File: config.mk
export PLATFORM = sky130hd
export DESIGN_NAME = pnpcfg_ctrl
export DESIGN_NICKNAME = d
export VERILOG_FILES = /design/src/rtl/pnpcfg_pkg.sv /design/src/rtl/pnpcfg_key_match.sv /design/src/rtl/pnpcfg_regs.sv /design/src/rtl/pnpcfg_ctrl.sv
export SDC_FILE = /design/constraint.sdc
export NUM_CORES = 1
export LEC_CHECK = 0
export BUFFER_PORTS_ARGS = -buffer_cell sky130_fd_sc_hd__buf_4
export CORE_MARGIN = 3
export CORE_UTILIZATION = 55
export CTS_CLUSTER_SIZE = 30
export DETAILED_ROUTE_END_ITERATION = 10
export HOLD_SLACK_MARGIN = 0.06
export PLACE_DENSITY_LB_ADDON = 0.08
export SYNTH_ARGS = -nofsm -noshare
export SYNTH_HDL_FRONTEND = slang
export SYNTH_SLANG_ARGS = --single-unit
File: constraint.sdc
create_clock -name clk -period 3.6 [get_ports clk]
set_clock_uncertainty 0.2 [all_clocks]
set_input_delay 0.36 -clock clk [delete_from_list [all_inputs] [get_ports clk]]
set_output_delay 0.36 -clock clk [all_outputs]
set_load 0.1 [all_outputs]
File: src/rtl/pnpcfg_pkg.sv
package pnpcfg_pkg;

  typedef enum logic [1:0] {
    ST_WAIT  = 2'd0,
    ST_SLEEP = 2'd1,
    ST_ISOL  = 2'd2,
    ST_CFG   = 2'd3
  } pnp_state_e;

  localparam logic [7:0] IDX_CTL   = 8'h02;
  localparam logic [7:0] IDX_WAKE  = 8'h03;
  localparam logic [7:0] IDX_CSN   = 8'h06;
  localparam logic [7:0] IDX_ACT   = 8'h30;
  localparam logic [7:0] IDX_RCHK  = 8'h31;
  localparam logic [7:0] IDX_MEM0  = 8'h43;
  localparam logic [7:0] IDX_MEM1  = 8'h4B;
  localparam logic [7:0] IDX_BASEH = 8'h60;
  localparam logic [7:0] IDX_BASEL = 8'h61;
  localparam logic [7:0] IDX_IRQL  = 8'h70;
  localparam logic [7:0] IDX_IRQT  = 8'h71;
  localparam logic [7:0] IDX_DMA   = 8'h74;
  localparam logic [7:0] IDX_VND   = 8'hF0;

  localparam int         LEGACY_BIT = 6;
  localparam logic [2:0] DMA_NONE   = 3'd4;

  typedef struct packed {
    logic [15:0] base;
    logic        act;
    logic [1:0]  rchk;
    logic        mem0;
    logic        mem1;
    logic [3:0]  irq_lvl;
    logic [1:0]  irq_typ;
    logic [2:0]  dma;
    logic [7:0]  vendor;
  } cfg_regs_t;

  // One step of the key sequence generator
  function automatic logic [7:0] key_step(input logic [7:0] v);
    return {v[0] ^ v[1], v[7:1]};
  endfunction

  function automatic cfg_regs_t cfg_defaults();
    cfg_regs_t r;
    r     = '0;
    r.dma = DMA_NONE;
    return r;
  endfunction

endpackage

File: src/rtl/pnpcfg_key_match.sv
module pnpcfg_key_match
  import pnpcfg_pkg::*;
#(
  parameter logic [7:0] SEED = 8'h6A,
  parameter int         LEN  = 32
) (
  input  logic       clk,
  input  logic       rst_n,
  input  logic       clr,
  input  logic       step,
  input  logic [7:0] din,
  output logic       hit
);
  localparam int CW = (LEN > 1) ? $clog2(LEN) : 1;
  localparam logic [CW-1:0] LAST = CW'(LEN - 1);

  logic [7:0]    exp_q;
  logic [CW-1:0] cnt_q;
  logic          match, last;

  assign match = (din == exp_q);
  assign last  = (cnt_q == LAST);
  assign hit   = step & match & last;

  always_ff @(posedge clk or negedge rst_n) begin
    if (!rst_n) begin
      exp_q <= SEED;
      cnt_q <= '0;
    end else if (clr) begin
      exp_q <= SEED;
      cnt_q <= '0;
    end else if (step) begin
      if (match && !last) begin
        exp_q <= key_step(exp_q);
        cnt_q <= cnt_q + 1'b1;
      end else if (!match && din == SEED) begin
        exp_q <= key_step(SEED);
        cnt_q <= CW'(1);
      end else begin
        exp_q <= SEED;
        cnt_q <= '0;
      end
    end
  end
endmodule

File: src/rtl/pnpcfg_regs.sv
module pnpcfg_regs
  import pnpcfg_pkg::*;
(
  input  logic      clk,
  input  logic      rst_n,
  input  logic      dev_rst,
  input  logic      wr_en,
  input  logic [7:0] idx,
  input  logic [7:0] wdata,
  output cfg_regs_t regs
);
  cfg_regs_t regs_q;

  always_ff @(posedge clk or negedge rst_n) begin
    if (!rst_n) begin
      regs_q <= cfg_defaults();
    end else if (dev_rst) begin
      regs_q <= cfg_defaults();
    end else if (wr_en) begin
      case (idx)
        IDX_BASEH: regs_q.base[15:8] <= wdata;
        IDX_BASEL: regs_q.base[7:0]  <= wdata;
        IDX_ACT:   regs_q.act        <= wdata[0];
        IDX_RCHK:  regs_q.rchk       <= wdata[1:0];
        IDX_MEM0:  regs_q.mem0       <= wdata[0];
        IDX_MEM1:  regs_q.mem1       <= wdata[0];
        IDX_IRQL:  regs_q.irq_lvl    <= wdata[3:0];
        IDX_IRQT:  regs_q.irq_typ    <= wdata[1:0];
        IDX_DMA:   regs_q.dma        <= wdata[2:0];
        IDX_VND:   regs_q.vendor     <= wdata;
        default: ;
      endcase
    end
  end

  assign regs = regs_q;
endmodule

File: src/rtl/pnpcfg_ctrl.sv
module pnpcfg_ctrl
  import pnpcfg_pkg::*;
#(
  parameter logic [15:0] ADDR_PORT = 16'h0279,
  parameter logic [15:0] DATA_PORT = 16'h0A79,
  parameter int          KEY_LEN   = 32,
  parameter logic [7:0]  STD_SEED  = 8'h6A,
  parameter logic [7:0]  VND_SEED  = 8'h6B
) (
  input  logic        clk,
  input  logic        rst_n,
  input  logic        in_valid,
  output logic        in_ready,
  input  logic [15:0] in_port,
  input  logic [7:0]  in_data,
  output logic [1:0]  cfg_state,
  output logic [7:0]  card_num,
  output logic [15:0] io_base,
  output logic        io_active,
  output logic [3:0]  irq_level,
  output logic [1:0]  irq_type,
  output logic [2:0]  dma_chan,
  output logic        mem0_en,
  output logic        mem1_en,
  output logic [1:0]  range_ctl,
  output logic [7:0]  vendor_byte
);
  localparam int          NKEYS = 2;
  localparam logic [15:0] SEEDS = {VND_SEED, STD_SEED};

  pnp_state_e state_q, state_d;
  logic [7:0] csn_q, csn_d, idx_q;
  logic       is_addr, is_data, locked, key_en, key_ok, cmd_wr;
  logic       dev_rst, cfg_wr;
  logic [NKEYS-1:0] key_hit;
  cfg_regs_t  regs;

  assign in_ready = 1'b1;
  assign is_addr  = in_valid && (in_port == ADDR_PORT);
  assign is_data  = in_valid && (in_port == DATA_PORT);
  assign locked   = (state_q == ST_WAIT);
  assign key_en   = is_addr && locked;
  assign cmd_wr   = is_data && !locked;

  // key 0: general key; key 1: vendor key
  for (genvar k = 0; k < NKEYS; k++) begin : g_key
    pnpcfg_key_match #(.SEED(SEEDS[8*k +: 8]), .LEN(KEY_LEN)) u_match (
      .clk  (clk),
      .rst_n(rst_n),
      .clr  (!locked),
      .step (key_en),
      .din  (in_data),
      .hit  (key_hit[k])
    );
  end

  assign key_ok = key_hit[1] | (key_hit[0] & ~regs.vendor[LEGACY_BIT]);

  always_comb begin
    state_d = state_q;
    csn_d   = csn_q;
    dev_rst = 1'b0;
    cfg_wr  = 1'b0;
    if (key_en && key_ok) begin
      state_d = ST_SLEEP;
    end else if (cmd_wr) begin
      case (idx_q)
        IDX_CTL: begin
          dev_rst = in_data[0];
          if (in_data[2]) csn_d = '0;
          if (in_data[1]) state_d = ST_WAIT;
        end
        IDX_WAKE: begin
          if (in_data == csn_q) state_d = (in_data == 8'h00) ? ST_ISOL : ST_CFG;
          else                  state_d = ST_SLEEP;
        end
        IDX_CSN: begin
          if (state_q == ST_ISOL) begin
            csn_d   = in_data;
            state_d = ST_CFG;
          end else if (state_q == ST_CFG) begin
            csn_d = in_data;
          end
        end
        default: cfg_wr = (state_q == ST_CFG);
      endcase
    end
  end

  always_ff @(posedge clk or negedge rst_n) begin
    if (!rst_n) begin
      state_q <= ST_WAIT;
      csn_q   <= '0;
      idx_q   <= '0;
    end else begin
      state_q <= state_d;
      csn_q   <= csn_d;
      if (is_addr && !locked) idx_q <= in_data;
    end
  end

  pnpcfg_regs u_regs (
    .clk    (clk),
    .rst_n  (rst_n),
    .dev_rst(dev_rst),
    .wr_en  (cfg_wr),
    .idx    (idx_q),
    .wdata  (in_data),
    .regs   (regs)
  );

  assign cfg_state   = state_q;
  assign card_num    = csn_q;
  assign io_base     = regs.base;
  assign io_active   = regs.act & (|regs.base);
  assign irq_level   = regs.irq_lvl;
  assign irq_type    = regs.irq_typ;
  assign dma_chan    = regs.dma;
  assign mem0_en     = regs.mem0;
  assign mem1_en     = regs.mem1;
  assign range_ctl   = regs.rchk;
  assign vendor_byte = regs.vendor;
endmodule

After elaboration in Yosys (flattened, before gate mapping):

Index checks and enable logic that the tools add are counted.

* word-level logic and storage cells: 149
* output and inout port bits: 49
* bits of input ports: 27
* flip-flop bits (word level): 82

* eq/ne operators: 29
* bitwise gates (word level): 11
* multiplexer cells: 45
* add/sub/neg operators: 2
* reduce and logical (&&, ||, !) cells: 45

Operators with widths (number)
* $mux W8: 13
* $mux W38: 2
* $eq A8 B7 Y1 const B: 9
* $mux W5: 6
* $reduce_bool A2 Y1: 13
* $eq A8 B8 Y1: 3
* $reduce_and A2 Y1: 10
* $eq A16 B10 Y1 const B: 1
* $eq A16 B12 Y1 const B: 1
* $eq A8 B2 Y1 const B: 2
* $eq A8 B6 Y1 const B: 2
* $pmux W8 S2: 1
* $reduce_or A16 Y1: 1
* $mux W2: 7
* $mux W1: 12
* $add A5 B1 Y5 const B: 2
* $eq A5 B5 Y1 const B: 2
* $logic_and A1 B1 Y1: 10
* $ne A3 B3 Y1 const B: 3
* $eq A8 B3 Y1 const B: 1
* $eq A8 B8 Y1 const B: 1
* $logic_not A8 Y1: 1
* $mux W7: 1
* $and A1 B1 Y1: 6
* 15 further kinds: 22

Logic depth before layout (Yosys ltp):

Gate-level depths: netlist (run 1).

* depth in word-level cells: 11
* depth in mapped cells: 8
* gate-level depth less buffers: 6

Cells and area by module:

From an unflattened synthesis (run 1), not the netlist that was laid out.

* cell total of the unflattened synthesis: 420
* area total of the unflattened synthesis: 4539.4 µm²

Modules (own cells, without submodules)
* pnpcfg_regs: seq. area each 952.2 µm², instances 1, cells each 153, area each 1820.5 µm²
* pnpcfg_ctrl: seq. area each 450.4 µm², instances 1, cells each 117, area each 1174.9 µm²
* pnpcfg_key_match (g_key[0].u_match): seq. area each 330.3 µm², instances 1, cells each 77, area each 774.5 µm²
* pnpcfg_key_match (g_key[1].u_match): seq. area each 331.6 µm², instances 1, cells each 73, area each 769.5 µm²

Worst setup path before layout (run 1):

OpenSTA, ideal clock, no wires.

* path kind: reg-to-reg
* start point: register state_q[1] (netlist: cfg_state[1])
* end point: register u_regs.regs_q (netlist bit u_regs.regs[11])
* stages on the path, launching flop included: 8
* path buffers: 2
* period minus slack after synthesis: 2837 ps
* setup time: 139 ps
* arrival: 2498 ps
* slack: 763 ps
* path through: dfrtp_1 or2_2 clkbuf_1 and2_0 clkbuf_1 nand2_1 nor2_1 nor2_1

* cells in the longest elaborated chain, start to end: 10

RTL lines
* start: declaration: line pnpcfg_ctrl.sv:31 `pnp_state_e state_q, state_d;`
* start signal: assignment: line pnpcfg_ctrl.sv:96 `state_q <= state_d;`
* $logic_not A2 Y1: line pnpcfg_ctrl.sv:41 `assign locked = (state_q == ST_WAIT);`
* $logic_and A1 B1 Y1: line pnpcfg_ctrl.sv:42 `assign key_en = is_addr && locked;`
* $and A1 B1 Y1 (2 in a row): line pnpcfg_key_match.sv:23 `assign hit = step & match & last;`
* $and A1 B1 Y1: line pnpcfg_ctrl.sv:57 `assign key_ok = key_hit[1] | (key_hit[0] & ~regs.vendor[LEGACY_BIT]);`
* $or A1 B1 Y1: line pnpcfg_ctrl.sv:57
* $logic_and A1 B1 Y1: line pnpcfg_ctrl.sv:64 `if (key_en && key_ok) begin`
* $mux W1: line pnpcfg_ctrl.sv:64
* $reduce_bool A2 Y1 (no line)
* $reduce_and A2 Y1 (no line)
* end signal: assignment: line pnpcfg_regs.sv:16 `regs_q <= cfg_defaults();`
* end signal: assignment: line pnpcfg_regs.sv:18 `regs_q <= cfg_defaults();`
* end: declaration: line pnpcfg_regs.sv:12 `cfg_regs_t regs_q;`

Parallel ways exist; a longest one is shown, timed or not.
A chain may end at the register's enable or synchronous reset.

Final worst setup path (run 1):

* start point: register idx_q[2]
* end point: register u_regs.regs_q (netlist bit u_regs.regs[24])

* cells in the longest elaborated chain, start to end: 7

RTL lines
* start: declaration: line pnpcfg_ctrl.sv:32 `logic [7:0] csn_q, csn_d, idx_q;`
* start signal: assignment: line pnpcfg_ctrl.sv:98 `if (is_addr && !locked) idx_q <= in_data;`
* $eq A8 B3 Y1 / $eq A8 B2 Y1 (equally long branches): line pnpcfg_ctrl.sv:67 `case (idx_q)`
* $reduce_or A3 Y1 (no line)
* $mux W1: line pnpcfg_ctrl.sv:67
* $mux W1: line pnpcfg_ctrl.sv:66 `end else if (cmd_wr) begin`
* $mux W1: line pnpcfg_ctrl.sv:64
* $reduce_bool A2 Y1 (no line)
* $reduce_and A2 Y1 (no line)

Parallel ways exist; a longest one is shown, timed or not.

==> flow_metrics.py, run 1 <==
metrics = {
    "cts": {
        "clk_latency_ps": 360,
        "numClockSinks": 82,
        "cts_setup_buffers": 0,
        "clkTransAtPathRegs_ps": 100,
        "cts_resized": 0,
        "cts_tree": "done",
        "cts-hold-fix-buffers": 1,
        "cts_max_level": 3,
        "clockRootBuffer": "clkbuf_8",
        "numCtsBuffers": 9,
        "clock_path_buffers": 2,
    },
    "detailed_routing": {
        "drtAntennaViolNets": 0,
        "drtIter0Drc": 187,
        "via_count": 3347,
        "wirelength_um": 10260,
        "detail_route.wl_per_cell_um": 17.94,
        "drcViolationCount": 0,
        "vias_per_cell": 5.851,
        "first_pass_iters": 4,
    },
    "grt": {
        "overflow": 0,
        "grt_use_met2_pct": 37.46,
        "antenna_found_initial": 0,
        "grt_util_met3_pct": 3.473,
        "grt_pass1_wl_um": 16390,
        "track_usage_pct": 23.41,
        "grt_max_degree": 83,
        "grt_pass1_vias": 3190,
        "gr-usage-met1_pct": 31.74,
        "gr-max-usage-layer": "met2",
    },
    "finish": {
        "syn2layout_area_growth_pct": 12.98,
        "nNetsFinal": 496,
        "drive_above_1_share_pct": 26.38,
        "stdcell_area_um2": 4989,
        "stdcell_count": 572,
        "antenna_cells": 0,
    },
    "yosys": {
        "ys_seq_area_share_pct": 46.76,
        "yosys_warnings": 0,
        "synth_cells": 429,
        "yosysTopAreaCell": "dfrtp_1",
        "synth_ff_type": "dfrtp_1",
        "netlist.area_leader.share_pct": 40.80,
        "synth_nets": 460,
        "avgSynthCellArea_um2": 10.29,
        "synth_edf_count": 0,
        "ys_seq_elements": 82,
        "syn-cell-area_um2": 4415,
        "synthArstFlopShare_pct": 100.0,
        "synthDistinctLibCells": 61,
        "synth.most_common_cell": "dfrtp_1",
        "synth_area_leaders": "dfrtp_1, buf_4, dfstp_2, a22o_1, xnor2_1",
        "synth_common_cells": "dfrtp_1, nand2_1, buf_4",
    },
    "timing": {
        "period_share_pct": 71.46,
        "final.setup.tns_ps": 0,
        "drv_slew": 0,
        "timing.slew.headroom_pct": 31.46,
        "fin_crit_ps": 2573,
        "grt_setup_unrepaired": "no",
        "fmax_mhz": 388.7,
        "final_hold_viol_count": 0,
        "tightest_slew_ps": 1024,
        "final-setup-viol-count": 0,
        "hold_ws_ps": 129.0,
    },
    "floorplanning": {
        "start_util_pct": 56.85,
        "ios": 76,
        "core_area_um2": 7767,
        "die_width_um": 95.60,
        "placement_rows": 32,
        "die_y_um": 95.60,
        "dieArea_um2": 9139,
    },
    "setup_path": {
        "arrival_ps": 2630,
        "endpoint_kind": "flop",
        "worstPathRequired_ps": 3660,
        "crit_path_start_kind": "flop",
        "crit_fanout": 8,
        "path_class": "reg2reg",
    },
    "placement": {
        "dp_hpwl_um": 7063,
        "port_buffers": 74,
        "postPlaceCellArea_um2": 4772,
        "post-place-cells": 555,
        "place.gp.congestion": 0.8397,
    },
    "min_path": {
        "hold_class": "in2reg",
    },
    "power": {
        "power_mw": 1.717,
        "cellPowerDensity_nw_per_um2": 344.2,
        "max-vdd-ir-drop_v": 0.0002175,
        "power.leakage_nw": 2.257,
    },
    "run_status": {
        "outcome": "completed",
    },
    "flow_run": {
        "drv_cap": 0,
    },
}
## cell usage in the layout, fill, tap and decap left out, drive strengths merged, types with 2 or more instances in the layout
master,netlist,routed
o22a,5,5
and2,6,6
or2,2,2
o211ai,5,5
nand3,9,9
buf,39,76
a22o,26,26
mux2i,13,13
o21ai,24,24
or4,4,4
nand4bb,2,2
and4,2,2
nor2,24,24
nand3b,2,2
a2bb2oi,3,3
ha,4,4
o2bb2ai,3,3
a21oi,5,5
xor2,9,9
a31oi,2,2
clkbuf,13,9
clkinvlp,0,2
nor4b,3,3
dfstp,10,10
mux2,8,8
nand2b,6,6
nand4,8,8
dfrtp,72,72
nand2,39,39
or3,3,3
inv,12,15
nor3,11,11
and3,3,3
nand4b,4,4
nor4,17,17
xnor2,17,17
## path summary, 6_finish.rpt
check	startpoint	endpoint	slack, ps	cells after the start
max	idx_q[2]$_DFFE_PN0P_	u_regs.regs[24]$_DFFE_PN0P_	1030	4
max reg2reg	idx_q[2]$_DFFE_PN0P_	u_regs.regs[24]$_DFFE_PN0P_	1030	4
max in group asynchronous	rst_n	g_key[1].u_match.cnt_q[4]$_DFFE_PN0P_	2030	2
min reg2reg	u_regs.regs[1]$_DFFE_PN0P_	u_regs.regs[1]$_DFFE_PN0P_	290	2
min in group asynchronous	rst_n	u_regs.regs[25]$_DFFE_PN0P_	500	2
min	in_data[4]	card_num[4]$_DFFE_PN0P_	130	3
## where the power goes
| group | leakage (nW) | switching [mW] | internal (mW) | total [mW] |
|---|---|---|---|---|
| Clock | 0.0984 | 0.370 | 0.331 | 0.701 |
| Combinational | 1.05 | 0.0633 | 0.0318 | 0.0952 |
| Sequential | 1.11 | 0.0000518 | 0.921 | 0.921 |
| Total | 2.26 | 0.433 | 1.28 | 1.72 |
## sequential cells by signal (all words and copies together) (netlist names)
register / count
u_regs.regs: 38
g_key.u_match.exp_q: 16
idx_q: 8
g_key.u_match.cnt_q: 10
card_num: 8
cfg_state: 2
## worst max-delay path: stages, from the launching register on
cell      delay, ps
dfrtp_1         470
or3_1           510
nor4b_2         540
o211ai_1        410
a22o_1          340
## cell families after synthesis
logic type	synth area share [%]
fa+ha+maj	1.134
mux	4.987
other cells	0.08493
buf+inv	8.756
flops	46.76
xor+xnor	5.157
compound gates	13.38
simple gates	19.75
## stage by stage
stage          utilization (%)  setup slack, ps
3_3_place_gp             61.44            917.3
3_5_place_dp             61.44            819.3
6_report                 64.22             1027
2_1_floorplan                -            762.7
5_1_grt                  64.22            728.6
4_1_cts                  64.22             1020
## layout make-up
type / instances / area [µm²]
Tap cell: 102 / 127.6
Clock buffer: 9 / 123.9
Multi-Input combinational cell: 283 / 1964
Clock inverter: 7 / 82.58
Timing Repair Buffer: 77 / 580.6
Fill cell: 666 / 2779
Sequential cell: 82 / 2064
Inverter: 12 / 45.04
## routing by layer
metal	routed length [µm]	up-vias	share of wire, %
met3	653	17	6.4
met4	179	0	1.7
li1	-	1590	-
met1	4476	1633	44
met2	4953	107	48
met5	0	-	0
Power figures use the tool's default switching activity.
==> run 2, diff against run 1 <==
--- a/config.mk
+++ b/config.mk
@@ -5,9 +5,10 @@
 export SDC_FILE = /design/constraint.sdc
 export NUM_CORES = 1
 export LEC_CHECK = 0
+export ABC_AREA = 1
 export BUFFER_PORTS_ARGS = -buffer_cell sky130_fd_sc_hd__buf_4
 export CORE_MARGIN = 3
-export CORE_UTILIZATION = 55
+export CORE_UTILIZATION = 52
 export CTS_CLUSTER_SIZE = 30
 export DETAILED_ROUTE_END_ITERATION = 10
 export HOLD_SLACK_MARGIN = 0.06
==> constraint.sdc (replaced) <==
create_clock -name clk -period 2.1 [get_ports clk]
set_clock_uncertainty 0.2 [all_clocks]
set_input_delay 0.21 -clock clk [delete_from_list [all_inputs] [get_ports clk]]
set_output_delay 0.21 -clock clk [all_outputs]
set_load 0.1 [all_outputs]
==> flow_metrics.py, run 2 <==
metrics = {
    "timing": {
        "grt_setup_unrepaired": "yes",
        "drv_slew": 0,
        "final-setup-viol-count": 0,
        "timing.slew.headroom_pct": 64.04,
        "period_share_pct": 96.15,
        "fin_crit_ps": 2019,
        "hold_ws_ps": 273.5,
        "fmax_mhz": 495.2,
        "final_hold_viol_count": 0,
        "tightest_slew_ps": 537.9,
    },
    "floorplanning": {
        "start_util_pct": 54.26,
        "ios": 76,
        "die_width_um": 104.7,
        "die_y_um": 104.7,
        "core_area_um2": 9328,
        "placement_rows": 35,
        "dieArea_um2": 10950,
    },
    "yosys": {
        "synth-simple-area-share_pct": 38.71,
        "yosysTopAreaCell": "dfrtp_1",
        "synth_nets": 743,
        "ys_seq_area_share_pct": 40.79,
        "syn-cell-area_um2": 5061,
        "synth_common_cells": "nand2_1, nand3_1, inv_1",
        "synth_cells": 712,
        "synth_ff_type": "dfrtp_1",
        "muxShareOfSynthArea_pct": 0.1978,
        "synth_top_family_by_area": "simple AND/OR/NAND/NOR gates",
        "synth_compound_area_share_pct": 3.041,
        "synth_xor_area_share_pct": 1.731,
        "avgSynthCellArea_um2": 7.108,
        "synth_edf_count": 0,
        "yosys_warnings": 0,
        "synthArstFlopShare_pct": 100.0,
        "synthDistinctLibCells": 32,
        "synthAdderAreaFrac_pct": 0.9889,
        "netlist.area_leader.share_pct": 35.60,
        "ys_seq_elements": 82,
        "synth.most_common_cell": "nand2_1",
        "synth_area_leaders": "dfrtp_1, nand2_1, nand3_1, buf_4, inv_1",
    },
    "finish": {
        "largest_reg_flops": 38,
        "utilization_pct": 64.45,
        "layout_commonest_cell": "nand2_1",
        "drive_above_1_share_pct": 20.49,
        "layout_common_cells": "nand2_1, buf_4, nand3_1",
        "stdcell_area_um2": 6012,
        "stdcell_count": 910,
        "antenna_cells": 0,
        "syn2layout_area_growth_pct": 18.79,
        "fillerInstances": 851,
        "nNetsFinal": 807,
    },
    "power": {
        "cellPowerDensity_nw_per_um2": 480.6,
        "swShare_pct": 26.98,
        "power_mw": 2.890,
        "power.leakage_nw": 3.199,
        "p_sw_uw": 779.6,
        "internal_power_mw": 2.110,
        "p_clk_share_pct": 37.5,
        "max-vdd-ir-drop_v": 0.0003301,
        "seqPwrFrac_pct": 54.6,
        "combinationalPowerShare_pct": 7.9,
    },
    "setup_path": {
        "crit_fanout": 3,
        "worstPathRequired_ps": 1690,
        "crit_path_start_kind": "flop",
        "path_class": "reg2out",
        "endpoint_kind": "output pin",
        "arrival_ps": 1610,
    },
    "cts": {
        "clk_latency_ps": 360,
        "clkTransAtPathRegs_ps": 100,
        "cts_tree": "done",
        "numCtsBuffers": 9,
        "clock_path_buffers": 2,
        "numClockSinks": 82,
        "clockRootBuffer": "clkbuf_8",
        "cts_max_level": 3,
    },
    "detailed_routing": {
        "via_count": 4774,
        "drtIter0Drc": 234,
        "first_pass_iters": 5,
        "drcViolationCount": 0,
        "wirelength_um": 12740,
        "vias_per_cell": 5.246,
        "detail_route.wl_per_cell_um": 14.00,
        "drtAntennaViolNets": 0,
    },
    "grt": {
        "grt_max_degree": 73,
        "grt_pass1_wl_um": 21400,
        "antenna_found_initial": 0,
        "track_usage_pct": 23.83,
        "overflow": 0,
        "grt_pass1_vias": 4428,
    },
    "flow_run": {
        "drv_cap": 0,
    },
    "placement": {
        "dp_hpwl_um": 9009,
        "port_buffers": 74,
        "place.gp.congestion": 0.8719,
        "postPlaceCellArea_um2": 5597,
        "post-place-cells": 874,
    },
    "run_status": {
        "outcome": "completed",
    },
    "min_path": {
        "hold_class": "in2reg",
    },
}
-- run 2: power by group through the flow --
| stage | sequential [mW] | combinational [mW] | clock [mW] |
|---|---|---|---|
| 5_1_grt | 1.58 | 0.252 | 1.19 |
| 2_1_floorplan | 1.61 | 0.0916 | 0 |
| 4_1_cts | 1.58 | 0.217 | 1.10 |
| 3_3_place_gp | 1.61 | 0.198 | 0 |
| 6_report | 1.58 | 0.227 | 1.08 |
| 3_5_place_dp | 1.61 | 0.200 | 0 |
-- run 2: repair_timing --
action | 4_1_cts | 5_1_grt
pin swaps | 0 | 2
hold endpoints to repair | 110 | 0
setup buffers | 0 | 9
gates resized for setup | 1 | 17
endpoints found under the setup margin | 1 | 31
hold buffers | 11 | 0
-- run 2: cell type report --
cell class	instances	area (µm²)	share of cell area [%]
clock inverter	6	50.05	0.8325
timing repair buffer	118	985.9	16.40
sequential	82	2067	34.38
inverter	82	311.5	5.182
clock buffer	10	127.6	2.123
tap	129	161.4	2.685
multi-input combinational	483	2308	38.40
-- run 2: layer usage --
layer	global-route usage, %	up-vias	part of all wire, %
met5	0	-	0
met4	7.779	0	2.3
met3	4.077	22	5.2
met2	39.21	142	48
met1	32.09	2234	44
li1	-	2376	-
-- run 2: stage by stage --
step           TNS, ps  setup WS [ps]
6_report             0          80.79
4_1_cts              0          46.91
2_1_floorplan        0          2.856
3_3_place_gp         0          202.4
3_5_place_dp         0          131.2
5_1_grt         -139.0         -45.99
-- run 2: kinds of logic (layout without fill, tap and decap cells) --
kind of cell    count (synthesis)  after routing
simple gates                  439            439
buf+inv                       147            216
flops                          82             82
compound gates                 28             28
xor+xnor                       10             10
fa+ha+maj                       4              4
other cells                     1              1
mux                             1              1
-- run 2: worst paths after layout --
check	start	endpoint	slack, ps	cells past startpoint
worst max-delay path	u_regs.regs[23]$_DFFE_PN0P_	io_active	80	3
worst min-delay path	in_port[8]	u_regs.regs[21]$_DFFE_PN0P_	270	10
worst max register to register	cfg_state[1]$_DFFE_PN0P_	u_regs.regs[35]$_DFFE_PN0P_	150	10
worst min register to register	u_regs.regs[10]$_DFFE_PN1P_	u_regs.regs[10]$_DFFE_PN1P_	300	2
max in group asynchronous	rst_n	u_regs.regs[33]$_DFFE_PN0P_	140	4
min in group asynchronous	rst_n	u_regs.regs[29]$_DFFE_PN0P_	590	3
-- run 2: critical path: stages, from the launching register on --
cell     delay (ps)
dfrtp_1         400
nor4_1          420
a41oi_2         170
buf_4           260
==> run 3, diff against run 2 <==
--- a/config.mk
+++ b/config.mk
@@ -6,11 +6,11 @@
 export NUM_CORES = 1
 export LEC_CHECK = 0
 export ABC_AREA = 1
-export BUFFER_PORTS_ARGS = -buffer_cell sky130_fd_sc_hd__buf_4
 export CORE_MARGIN = 3
-export CORE_UTILIZATION = 52
+export CORE_UTILIZATION = 55
 export CTS_CLUSTER_SIZE = 30
 export DETAILED_ROUTE_END_ITERATION = 10
+export DONT_BUFFER_PORTS = 1
 export HOLD_SLACK_MARGIN = 0.06
 export PLACE_DENSITY_LB_ADDON = 0.08
 export SYNTH_ARGS = -nofsm -noshare
==> flow_metrics.py, run 3 (synthesis gave the netlist of run 2 again) <==
metrics = {
    "run_status": {
        "outcome": "finished with violations",
        "violations": "negative hold slack",
    },
    "cts": {
        "numClockSinks": 82,
        "cts_setup_buffers": 0,
        "cts_max_level": 3,
        "cts-hold-fix-buffers": 8,
        "clock_path_buffers": 2,
        "clockRootBuffer": "clkbuf_8",
        "cts_tree": "done",
        "clk_latency_ps": 360,
        "numCtsBuffers": 9,
        "clkTransAtPathRegs_ps": 100,
    },
    "timing": {
        "hold_ws_ps": -670.7,
        "final.setup.tns_ps": 0,
        "final_hold_viol_count": 82,
        "timing.slew.headroom_pct": 51.43,
        "fmax_mhz": 500.8,
        "period_share_pct": 95.09,
        "grt_setup_unrepaired": "no",
        "layout_setup_ws_ps": 103.2,
        "final-setup-viol-count": 0,
        "fin_crit_ps": 1997,
        "tightest_slew_ps": 726.1,
        "drv_slew": 0,
    },
    "finish": {
        "layout_common_cells": "nand2_1, nand3_1, inv_1",
        "utilization_pct": 63.32,
        "antenna_cells": 0,
        "largest_reg_flops": 38,
        "nNetsFinal": 760,
        "layout_commonest_cell": "nand2_1",
        "syn2layout_area_growth_pct": 10.70,
        "drive_above_1_share_pct": 15.53,
    },
    "grt": {
        "grt_pass1_vias": 4235,
        "track_usage_pct": 25.68,
        "antenna_found_initial": 0,
        "grt_max_degree": 83,
        "grt_pass1_wl_um": 21020,
        "overflow": 0,
    },
    "floorplanning": {
        "placement_rows": 34,
        "die_width_um": 101.9,
        "core_area_um2": 8848,
        "start_util_pct": 57.20,
        "dieArea_um2": 10390,
        "die_y_um": 101.9,
        "ios": 76,
    },
    "setup_path": {
        "crit_path_start_kind": "flop",
        "path_class": "reg2out",
        "r2r_slack_ps": 140,
        "worstPathRequired_ps": 1690,
        "endpoint_kind": "output pin",
        "arrival_ps": 1590,
        "crit_fanout": 2,
    },
    "detailed_routing": {
        "first_pass_iters": 6,
        "wirelength_um": 12940,
        "drcViolationCount": 0,
        "via_count": 4611,
        "drtIter0Drc": 311,
        "vias_per_cell": 5.476,
        "drtAntennaViolNets": 0,
        "detail_route.wl_per_cell_um": 15.36,
    },
    "placement": {
        "place.gp.congestion": 0.8905,
        "place_ws_ps": 146.8,
        "dp_hpwl_um": 8717,
        "port_buffers": 0,
    },
    "power": {
        "max-vdd-ir-drop_v": 0.0003461,
        "cellPowerDensity_nw_per_um2": 524.7,
        "power.leakage_nw": 2.978,
        "power_mw": 2.940,
    },
    "min_path": {
        "hold_class": "in2async",
    },
    "flow_run": {
        "drv_cap": 0,
    },
}
==> run 3: where the power goes <==
part	internal, mW	total [mW]	leakage [nW]	switching [mW]
combinational	0.0351	0.118	1.83	0.0832
sequential	1.58	1.58	1.05	0.0000519
clock	0.597	1.24	0.101	0.646
==> run 3: worst paths after layout <==
path	startpoint	to	depth (start not counted)
hold reg to reg	u_regs.regs[14]$_DFFE_PN0P_	u_regs.regs[14]$_DFFE_PN0P_	2
max in group asynchronous	rst_n	g_key[1].u_match.exp_q[5]$_DFFE_PN1P_	0
hold / removal	rst_n	u_regs.regs[24]$_DFFE_PN0P_	0
min in group clk	in_data[0]	g_key[1].u_match.exp_q[3]$_DFFE_PN1P_	5
setup reg to reg	cfg_state[1]$_DFFE_PN0P_	u_regs.regs[15]$_DFFE_PN0P_	10
setup / recovery	u_regs.regs[23]$_DFFE_PN0P_	io_active	3
==> run 3: routing by layer <==
metal	vias up	track usage, %	part of all wire (%)
met5	-	0	0
met3	11	5.051	8.7
met1	2150	35.70	43
li1	2285	-	-
met2	165	41.90	47
met4	0	5.752	1.2
==> run 3: cell type report <==
class	instances	area (µm²)
inverters	82	307.8
well taps	108	135.1
fillers	800	3246
flip-flops and latches	82	2067
clock buffers	10	137.6
repair buffers	71	581.8
multi-input cells	483	2300
clock inverters	6	73.82
==> run 3: metrics by stage <==
stage / instance area [µm²] / hold slack (ps) / instances
3_3_place_gp: 5283 / -283.7 / 818
2_1_floorplan: 5071 / -285.6 / 712
3_5_place_dp: 5283 / -283.8 / 818
6_report: 5603 / -670.7 / 842
4_1_cts: 5574 / -673.8 / 842
5_1_grt: 5603 / -691.4 / 842
==> run 3: critical path, stage by stage, from the launching register on <==
cell     delay (ps)
dfrtp_1         390
nor4_1          410
a41oi_2         220
buf_12          210
==> run 3: what timing repair did <==
item / CTS / global route
endpoints found under the hold margin: 140 / 82
resized for setup: 0 / 7
endpoints found under the setup margin: 0 / 25
